`src/rtl/pd_pkg.sv`:
```
package pd_pkg;

  localparam int PD_WORD_W = 32;
  localparam int PD_DOM_W  = 3;

  typedef enum logic [PD_DOM_W-1:0] {
    DOM_MISC = 3'd0,
    DOM_WELL1 = 3'd1,
    DOM_WELL2 = 3'd2,
    DOM_IF_AE = 3'd3,
    DOM_IF_B = 3'd4,
    DOM_IF_C = 3'd5,
    DOM_IF_D = 3'd6,
    DOM_NONE = 3'd7
  } pd_dom_e;

  typedef enum logic [2:0] {
    ST_IDLE,
    ST_W_SET,
    ST_CLEAR,
    ST_W_CLR,
    ST_SET_REQ,
    ST_W_ON,
    ST_W_FUSE,
    ST_FINISH
  } pd_st_e;

  // position of the request bit for a domain code
  function automatic int unsigned pd_req_pos(logic [PD_DOM_W-1:0] d);
    case (pd_dom_e'(d))
      DOM_MISC:  return 1;
      DOM_WELL1: return 29;
      DOM_WELL2: return 31;
      DOM_IF_AE: return 3;
      DOM_IF_B:  return 5;
      DOM_IF_C:  return 7;
      DOM_IF_D:  return 9;
      default:   return 0;
    endcase
  endfunction

  // status sits directly below its request bit
  function automatic int unsigned pd_sta_pos(logic [PD_DOM_W-1:0] d);
    return pd_req_pos(d) - 1;
  endfunction

  function automatic logic pd_dom_valid(logic [PD_DOM_W-1:0] d);
    return pd_dom_e'(d) != DOM_NONE;
  endfunction

  function automatic logic pd_is_well(logic [PD_DOM_W-1:0] d);
    return (pd_dom_e'(d) == DOM_WELL1) || (pd_dom_e'(d) == DOM_WELL2);
  endfunction

  function automatic int unsigned pd_fuse_pos(logic [PD_DOM_W-1:0] d);
    return (pd_dom_e'(d) == DOM_WELL1) ? 26 : 25;
  endfunction

endpackage

```
`src/rtl/pd_dom_decode.sv`:
```
module pd_dom_decode
  import pd_pkg::*;
#(
  parameter int WORD_W = PD_WORD_W,
  parameter int DOM_W  = PD_DOM_W
) (
  input  logic [DOM_W-1:0]  dom,
  output logic              dom_ok,
  output logic              dom_well,
  output logic [WORD_W-1:0] req_mask,
  output logic [WORD_W-1:0] sta_mask,
  output logic [WORD_W-1:0] fuse_mask
);

  localparam logic [WORD_W-1:0] ONE = {{(WORD_W-1){1'b0}}, 1'b1};

  always_comb begin
    dom_ok    = pd_dom_valid(dom);
    dom_well  = pd_is_well(dom);
    req_mask  = dom_ok ? (ONE << pd_req_pos(dom)) : '0;
    sta_mask  = dom_ok ? (ONE << pd_sta_pos(dom)) : '0;
    fuse_mask = dom_well ? (ONE << pd_fuse_pos(dom)) : '0;
  end

endmodule

```
`src/rtl/pd_wait_timer.sv`:
```
module pd_wait_timer #(
  parameter int TMO_W = 16
) (
  input  logic             clk,
  input  logic             rst_n,
  input  logic             clr,
  input  logic [TMO_W-1:0] lim,
  output logic             hit
);

  logic [TMO_W-1:0] cnt;

  always_ff @(posedge clk) begin
    if (!rst_n) cnt <= '0;
    else if (clr) cnt <= '0;
    else if (cnt != lim) cnt <= cnt + 1'b1;
  end

  assign hit = (cnt == lim);

  AST_TMR_RESTART: assert property (@(posedge clk) disable iff (!rst_n)
    clr |=> (cnt == '0)) else $error("timer not restarted");

endmodule

```
`src/rtl/pd_seq.sv`:
```
module pd_seq
  import pd_pkg::*;
#(
  parameter int WORD_W = PD_WORD_W
) (
  input  logic              clk,
  input  logic              rst_n,
  input  logic              cmd_valid,
  input  logic              cmd_on,
  input  logic              dom_ok,
  input  logic              dom_well,
  input  logic [WORD_W-1:0] dec_req,
  input  logic [WORD_W-1:0] dec_sta,
  input  logic [WORD_W-1:0] dec_fuse,
  input  logic [WORD_W-1:0] fw_word,
  input  logic [WORD_W-1:0] aux0_word,
  input  logic [WORD_W-1:0] aux1_word,
  input  logic [WORD_W-1:0] status_word,
  input  logic [WORD_W-1:0] fuse_word,
  input  logic              tmr_hit,
  output logic              tmr_clr,
  output logic [WORD_W-1:0] drv_word,
  output logic [WORD_W-1:0] fw_clear,
  output logic              busy,
  output logic              done,
  output logic              err
);

  pd_st_e st, st_nx;
  logic              cur_on, snap_any, snap_fw, snap_drv, well;
  logic [WORD_W-1:0] req_m, sta_m, fuse_m, drv_q;
  logic              err_q;

  // named events
  logic accept, any_now, fw_now, drv_now;
  logic sta_set, fuse_set, in_wait, cond_met, tmo_evt, set_evt, clr_evt;

  always_comb begin
    accept   = (st == ST_IDLE) && cmd_valid && dom_ok;
    any_now  = |((fw_word | drv_q | aux0_word | aux1_word) & dec_req);
    fw_now   = |(fw_word & dec_req);
    drv_now  = |(drv_q & dec_req);
    sta_set  = |(status_word & sta_m);
    fuse_set = |(fuse_word & fuse_m);
    in_wait  = (st == ST_W_SET) || (st == ST_W_CLR) ||
               (st == ST_W_ON) || (st == ST_W_FUSE);
    case (st)
      ST_W_SET:  cond_met = sta_set;
      ST_W_CLR:  cond_met = !sta_set;
      ST_W_ON:   cond_met = sta_set;
      ST_W_FUSE: cond_met = fuse_set;
      default:   cond_met = 1'b0;
    endcase
    tmo_evt = in_wait && !cond_met && tmr_hit;
    set_evt = (st == ST_SET_REQ);
    clr_evt = (st == ST_CLEAR) && snap_drv;
  end

  always_comb begin
    st_nx = st;
    case (st)
      ST_IDLE: begin
        if (accept) begin
          if (cmd_on) begin
            if (!any_now)      st_nx = ST_W_CLR;
            else if (!drv_now) st_nx = ST_SET_REQ;
            else               st_nx = ST_FINISH;
          end else begin
            st_nx = any_now ? ST_W_SET : ST_CLEAR;
          end
        end
      end
      ST_W_SET:   if (cond_met) st_nx = ST_CLEAR;   else if (tmo_evt) st_nx = ST_FINISH;
      ST_CLEAR:   st_nx = ST_FINISH;
      ST_W_CLR:   if (cond_met) st_nx = ST_SET_REQ; else if (tmo_evt) st_nx = ST_FINISH;
      ST_SET_REQ: st_nx = ST_W_ON;
      ST_W_ON: begin
        if (cond_met)     st_nx = well ? ST_W_FUSE : ST_FINISH;
        else if (tmo_evt) st_nx = ST_FINISH;
      end
      ST_W_FUSE:  if (cond_met || tmo_evt) st_nx = ST_FINISH;
      ST_FINISH:  st_nx = ST_IDLE;
      default:    st_nx = ST_IDLE;
    endcase
  end

  assign tmr_clr = !in_wait || (st_nx != st);

  always_ff @(posedge clk) begin
    if (!rst_n) begin
      st       <= ST_IDLE;
      cur_on   <= 1'b0;
      snap_any <= 1'b0;
      snap_fw  <= 1'b0;
      snap_drv <= 1'b0;
      well     <= 1'b0;
      req_m    <= '0;
      sta_m    <= '0;
      fuse_m   <= '0;
      drv_q    <= '0;
      err_q    <= 1'b0;
    end else begin
      st <= st_nx;
      if (accept) begin
        cur_on   <= cmd_on;
        snap_any <= any_now;
        snap_fw  <= fw_now;
        snap_drv <= drv_now;
        well     <= dom_well;
        req_m    <= dec_req;
        sta_m    <= dec_sta;
        fuse_m   <= dec_fuse;
        err_q    <= 1'b0;
      end
      if (tmo_evt) err_q <= 1'b1;
      if (set_evt)      drv_q <= drv_q | req_m;
      else if (clr_evt) drv_q <= drv_q & ~req_m;
    end
  end

  assign drv_word = drv_q;
  assign fw_clear = ((st == ST_CLEAR) && snap_fw) ? req_m : '0;
  assign busy     = (st != ST_IDLE) && (st != ST_FINISH);
  assign done     = (st == ST_FINISH);
  assign err      = err_q;

  AST_DRV_ONLY_ON_EVENT: assert property (@(posedge clk) disable iff (!rst_n)
    !(set_evt || clr_evt) |=> $stable(drv_word)) else $error("drv word moved");
  AST_CLR_AFTER_STATUS: assert property (@(posedge clk) disable iff (!rst_n)
    (st == ST_CLEAR && snap_any) |-> (($past(status_word) & sta_m) != '0))
    else $error("clear before status");
  AST_SET_ONLY_ON: assert property (@(posedge clk) disable iff (!rst_n)
    set_evt |-> cur_on) else $error("set on off command");
  AST_FW_CLR_OFF: assert property (@(posedge clk) disable iff (!rst_n)
    (fw_clear != '0) |-> (!cur_on && $countones(fw_clear) == 1))
    else $error("bad firmware clear");
  AST_DONE_PULSE: assert property (@(posedge clk) disable iff (!rst_n)
    done |=> !done) else $error("done too long");
  AST_DONE_NOT_BUSY: assert property (@(posedge clk) disable iff (!rst_n)
    done |-> !busy) else $error("busy with done");
  AST_FUSE_WELL_ONLY: assert property (@(posedge clk) disable iff (!rst_n)
    (st == ST_W_FUSE) |-> (well && cur_on)) else $error("fuse wait on non-well");
  AST_ERR_ON_TIMEOUT: assert property (@(posedge clk) disable iff (!rst_n)
    tmo_evt |=> (err && done)) else $error("timeout not flagged");

endmodule

```
`src/rtl/pd_handshake_ctrl.sv`:
```
module pd_handshake_ctrl
  import pd_pkg::*;
#(
  parameter int WORD_W = PD_WORD_W,
  parameter int DOM_W  = PD_DOM_W,
  parameter int TMO_W  = 16
) (
  input  logic              clk,
  input  logic              rst_n,
  input  logic              cmd_valid,
  input  logic              cmd_on,
  input  logic [DOM_W-1:0]  cmd_dom,
  input  logic [TMO_W-1:0]  tmo_limit,
  input  logic [WORD_W-1:0] fw_word,
  input  logic [WORD_W-1:0] aux0_word,
  input  logic [WORD_W-1:0] aux1_word,
  input  logic [WORD_W-1:0] status_word,
  input  logic [WORD_W-1:0] fuse_word,
  output logic [WORD_W-1:0] drv_word,
  output logic [WORD_W-1:0] fw_clear,
  output logic              busy,
  output logic              done,
  output logic              err
);

  logic              dom_ok, dom_well, tmr_clr, tmr_hit;
  logic [WORD_W-1:0] dec_req, dec_sta, dec_fuse;

  pd_dom_decode #(.WORD_W(WORD_W), .DOM_W(DOM_W)) u_dec (
    .dom       (cmd_dom),
    .dom_ok    (dom_ok),
    .dom_well  (dom_well),
    .req_mask  (dec_req),
    .sta_mask  (dec_sta),
    .fuse_mask (dec_fuse)
  );

  pd_wait_timer #(.TMO_W(TMO_W)) u_tmr (
    .clk   (clk),
    .rst_n (rst_n),
    .clr   (tmr_clr),
    .lim   (tmo_limit),
    .hit   (tmr_hit)
  );

  pd_seq #(.WORD_W(WORD_W)) u_seq (
    .clk         (clk),
    .rst_n       (rst_n),
    .cmd_valid   (cmd_valid),
    .cmd_on      (cmd_on),
    .dom_ok      (dom_ok),
    .dom_well    (dom_well),
    .dec_req     (dec_req),
    .dec_sta     (dec_sta),
    .dec_fuse    (dec_fuse),
    .fw_word     (fw_word),
    .aux0_word   (aux0_word),
    .aux1_word   (aux1_word),
    .status_word (status_word),
    .fuse_word   (fuse_word),
    .tmr_hit     (tmr_hit),
    .tmr_clr     (tmr_clr),
    .drv_word    (drv_word),
    .fw_clear    (fw_clear),
    .busy        (busy),
    .done        (done),
    .err         (err)
  );

  AST_IGNORE_BAD_DOM: assert property (@(posedge clk) disable iff (!rst_n)
    (!busy && !done && cmd_valid && !dom_ok) |=> (!busy && !done))
    else $error("invalid domain accepted");

endmodule

```
`config.mk`:
```
export PLATFORM = sky130hd
export DESIGN_NAME = pd_handshake_ctrl
export DESIGN_NICKNAME = d
export VERILOG_FILES = /design/src/rtl/pd_pkg.sv /design/src/rtl/pd_dom_decode.sv /design/src/rtl/pd_wait_timer.sv /design/src/rtl/pd_seq.sv /design/src/rtl/pd_handshake_ctrl.sv
export SDC_FILE = /design/constraint.sdc
export NUM_CORES = 1
export LEC_CHECK = 0
export ABC_CLOCK_PERIOD_IN_PS = 2200
export BUFFER_PORTS_ARGS = -buffer_cell sky130_fd_sc_hd__buf_2
export CORE_UTILIZATION = 40
export CTS_CLUSTER_SIZE = 25
export DETAILED_ROUTE_END_ITERATION = 7
export PLACE_DENSITY = 0.8
export SLEW_MARGIN = 10
export SYNTH_ARGS = -nofsm -noshare
export SYNTH_HDL_FRONTEND = slang
export SYNTH_SLANG_ARGS = --single-unit
```
`constraint.sdc`:
```
create_clock -name clk -period 2.2 [get_ports clk]
set_input_delay 0.44 -clock clk [delete_from_list [all_inputs] [get_ports clk]]
set_output_delay 0.44 -clock clk [all_outputs]
set_load 0.03 [all_outputs]
```
==> metrics.txt <==
outcome finished clean; unrepaired setup endpoints after global routing no; Rel. slew slack about three fifths; clk_lat worst skew about 0.4 ns; number of port buffers 144; r2r setup slk around 0.14 ns; antenna violations before repair 0; fin cells between 900 and 1000; Setup CP Type reg2out; Worst Min Path Start cmd_valid; highest routed layer met4; final hold violation count 0; crit end category primary output; Boundary Pins between 200 and 300; Yosys cell types 55; CTS Buffer Depth 2; wl on met1 roughly 6.2 mm; Layout fillers about 1100; Die H roughly 120 um; post-detailed-route via-to-cell ratio ~5; max_cap viols 0; first-pass GRT wire length about 22 mm; commonest cells after routing, fill and taps aside 142 x buf_2, 118 x dfxtp_1, 62 x nor2_1; die width 115.4 um; fin crit share between 90% and 100%; FP Rows just over 40; largest net degree at the start of global routing 42; Seq/Total Area, Yosys a little under half; routed length per placed instance 14.58 um; Syn Nets 760; Worst Hold Path Cells 3; Mean Syn Cell Area between 8 and 9 um^2; CP required between 1.5 and 2 ns; Starting Density 40.94%; clock sink count around 120; leak pwr approximately 3.2 nW; Area Growth Syn to Fin 36.24%; hold_buf cts 0; DR iter-0 viols between 200 and 300; vias roughly 4800; CP max FO 32; final setup vio count 0; post-route ant nets 0; number of global-route vias before repair between 4000 and 5000; flop and latch count out of synthesis 121; met3 WL post-DR slightly above 900 um; Die ar. roughly 0.013 mm^2; post-DP HPWL roughly 9.2 mm; Worst Path Arrival roughly 1.7 ns; Worst VDD drop 0.4826 mV; hold path endpoint u_seq.st[1]; final weighted congestion in routability-driven placement 0.8046; Worst R2R Path Depth 8; YS warnings 0; n_diodes 0; CTS root buffer clkbuf_16; Core Area between 0.01 and 0.015 mm^2; gr usage total a little over a fifth; met2 routed WL ~6.3 mm; Worst Setup Start Kind flip-flop; WL final 13.69 mm; fin. max-slew vios 0; clock-pin slew on the worst setup and hold paths ~0.050 ns; placed cells approximately 900; Async S/R FF share, synth 0%; minimum clock period between 2 and 2.5 ns; H-tree lvl count 4; global route overflow 0; Fin Hold WS between 0.4 and 0.5 ns; Synth Cell Area between 0.005 and 0.006 mm^2; first drt pass iteration count 4; CTS tree yes; Cells after Synth around 580; DR DRC count 0; layout cells sized above 1 approximately 32%; Slew @ Worst Pin 0.6229 ns; EDFF count, synth 0; Final Skew between 0.009 and 0.01 ns; nets approximately 940; most common cell after layout, fill and taps aside buf_2; Fmax ~470 MHz; HP Class in2reg; Worst R2R Start u_tmr.cnt[7]; Reg2Reg Capture Point u_tmr.cnt[15]; PD cells 927.5 mW/mm^2; CTS buffer count 17; Top FF cell, synth dfxtp_1
==> cell usage after synthesis, types with 2 or more instances <==
cell type	number	area, um^2
xnor2_1	30	262.8
nand2b_1	4	25.02
nor2b_1	2	12.51
a211oi_1	4	30.03
a211oi_2	2	25.02
or4b_1	2	20.02
a22oi_1	49	367.9
nand3_1	5	25.02
nor4b_1	3	26.28
nand2_1	44	165.2
o22ai_1	4	25.02
nand4_1	11	68.82
and2_1	33	206.5
inv_1	6	22.52
nor3b_1	3	22.52
buf_6	3	33.78
a21oi_1	23	115.1
clkbuf_1	32	120.1
nor2_1	63	236.5
nor4_1	8	50.05
nor3_1	29	145.1
and3_1	55	344.1
dfxtp_1	121	2422
o21bai_1	2	15.01
mux2i_1	4	40.04
buf_2	5	25.02
==> power breakdown <==
| group | total (mW) | switching (mW) | leakage [nW] | internal (mW) |
|---|---|---|---|---|
| clock network | 2.81 | 0.939 | 0.287 | 1.87 |
| registers | 2.38 | 0.114 | 0.976 | 2.27 |
| logic | 1.31 | 0.790 | 1.89 | 0.524 |
| total | 6.50 | 1.84 | 3.15 | 4.66 |
==> routing by layer <==
layer	up-vias	GRT usage [%]
met2	144	35.01
met5	-	0
li1	2408	-
met4	0	7.359
met3	19	5.910
met1	2180	26.29
==> state kept, by name, indices dropped and copies added (netlist names) <==
signal          cells
u_tmr.cnt          16
u_seq.fuse_m        2
u_seq.snap_fw       1
u_seq.err           1
u_seq.drv_word     32
u_seq.req_m        32
u_seq.st            3
u_seq.sta_m        32
u_seq.well          1
u_seq.snap_drv      1
==> logic make-up after synthesis <==
group | Yosys count | share of synthesized area (%)
muxes | 4 | 0.7782
adders and majority gates | 1 | 0.2432
DFF | 121 | 47.08
and+or+nand+nor | 271 | 28.38
xor gates and xnor gates | 31 | 5.277
buffers and inverters | 48 | 4.134
AOI/OAI and AO/OA | 100 | 14.11
==> worst max path at each step <==
stage                   start            end  cells after the start  slack, ns
2_1_floorplan  status_word[8]  u_tmr.cnt[10]                      7       0.09
3_3_place_gp       cmd_dom[1]   u_tmr.cnt[6]                      7      -0.41
6_report          u_seq.st[0]    fw_clear[6]                      5       0.09
3_5_place_dp       cmd_dom[1]  u_tmr.cnt[14]                      7      -0.44
5_1_grt           u_seq.st[0]    fw_clear[4]                      5      0.004
4_1_cts           u_seq.st[1]   fw_clear[11]                      4      0.003
==> area by class of cell <==
| cell class | instances | area (um^2) | area share [%] |
|---|---|---|---|
| timing repair buffer | 200 | 1200 | 17.12 |
| clock buffer | 25 | 485.5 | 6.926 |
| tap | 172 | 215.2 | 3.070 |
| multi-input combinational | 407 | 2541 | 36.25 |
| sequential | 121 | 2426 | 34.61 |
| clock inverter | 7 | 115.1 | 1.642 |
| inverter | 7 | 26.28 | 0.3749 |
==> worst max-delay path, stage by stage, from the launching register on <==
cell and delay [ns]:
dfxtp_2 0.38, nor2_4 0.15, and3_4 0.21, buf_12 0.17, and2_1 0.15, buf_2 0.20
==> through the flow <==
step | setup slack (ns) | util, % | setup TNS, ns | total power [mW] | instance area, um^2
finish | 0.09265 | 55.77 | 0 | 6.501 | 7009
global route | 0.003502 | 55.77 | 0 | 6.787 | 7009
CTS | 0.003324 | 55.36 | 0 | 6.497 | 6958
detailed placement | -0.4363 | 50.29 | -6.927 | 3.606 | 6321
global placement | -0.4067 | 50.29 | -6.678 | 3.593 | 6321
floorplan | 0.09091 | - | 0 | 3.230 | 5145
==> timing repair <==
item,CTS,global route
endpoints found under the setup margin,48,52
buffers inserted,1,2
gates cloned,0,1
hold endpoints to repair,0,0
gates resized for setup,5,10
pin swaps,1,3
Note: power is estimated with default switching activity, not from simulation.
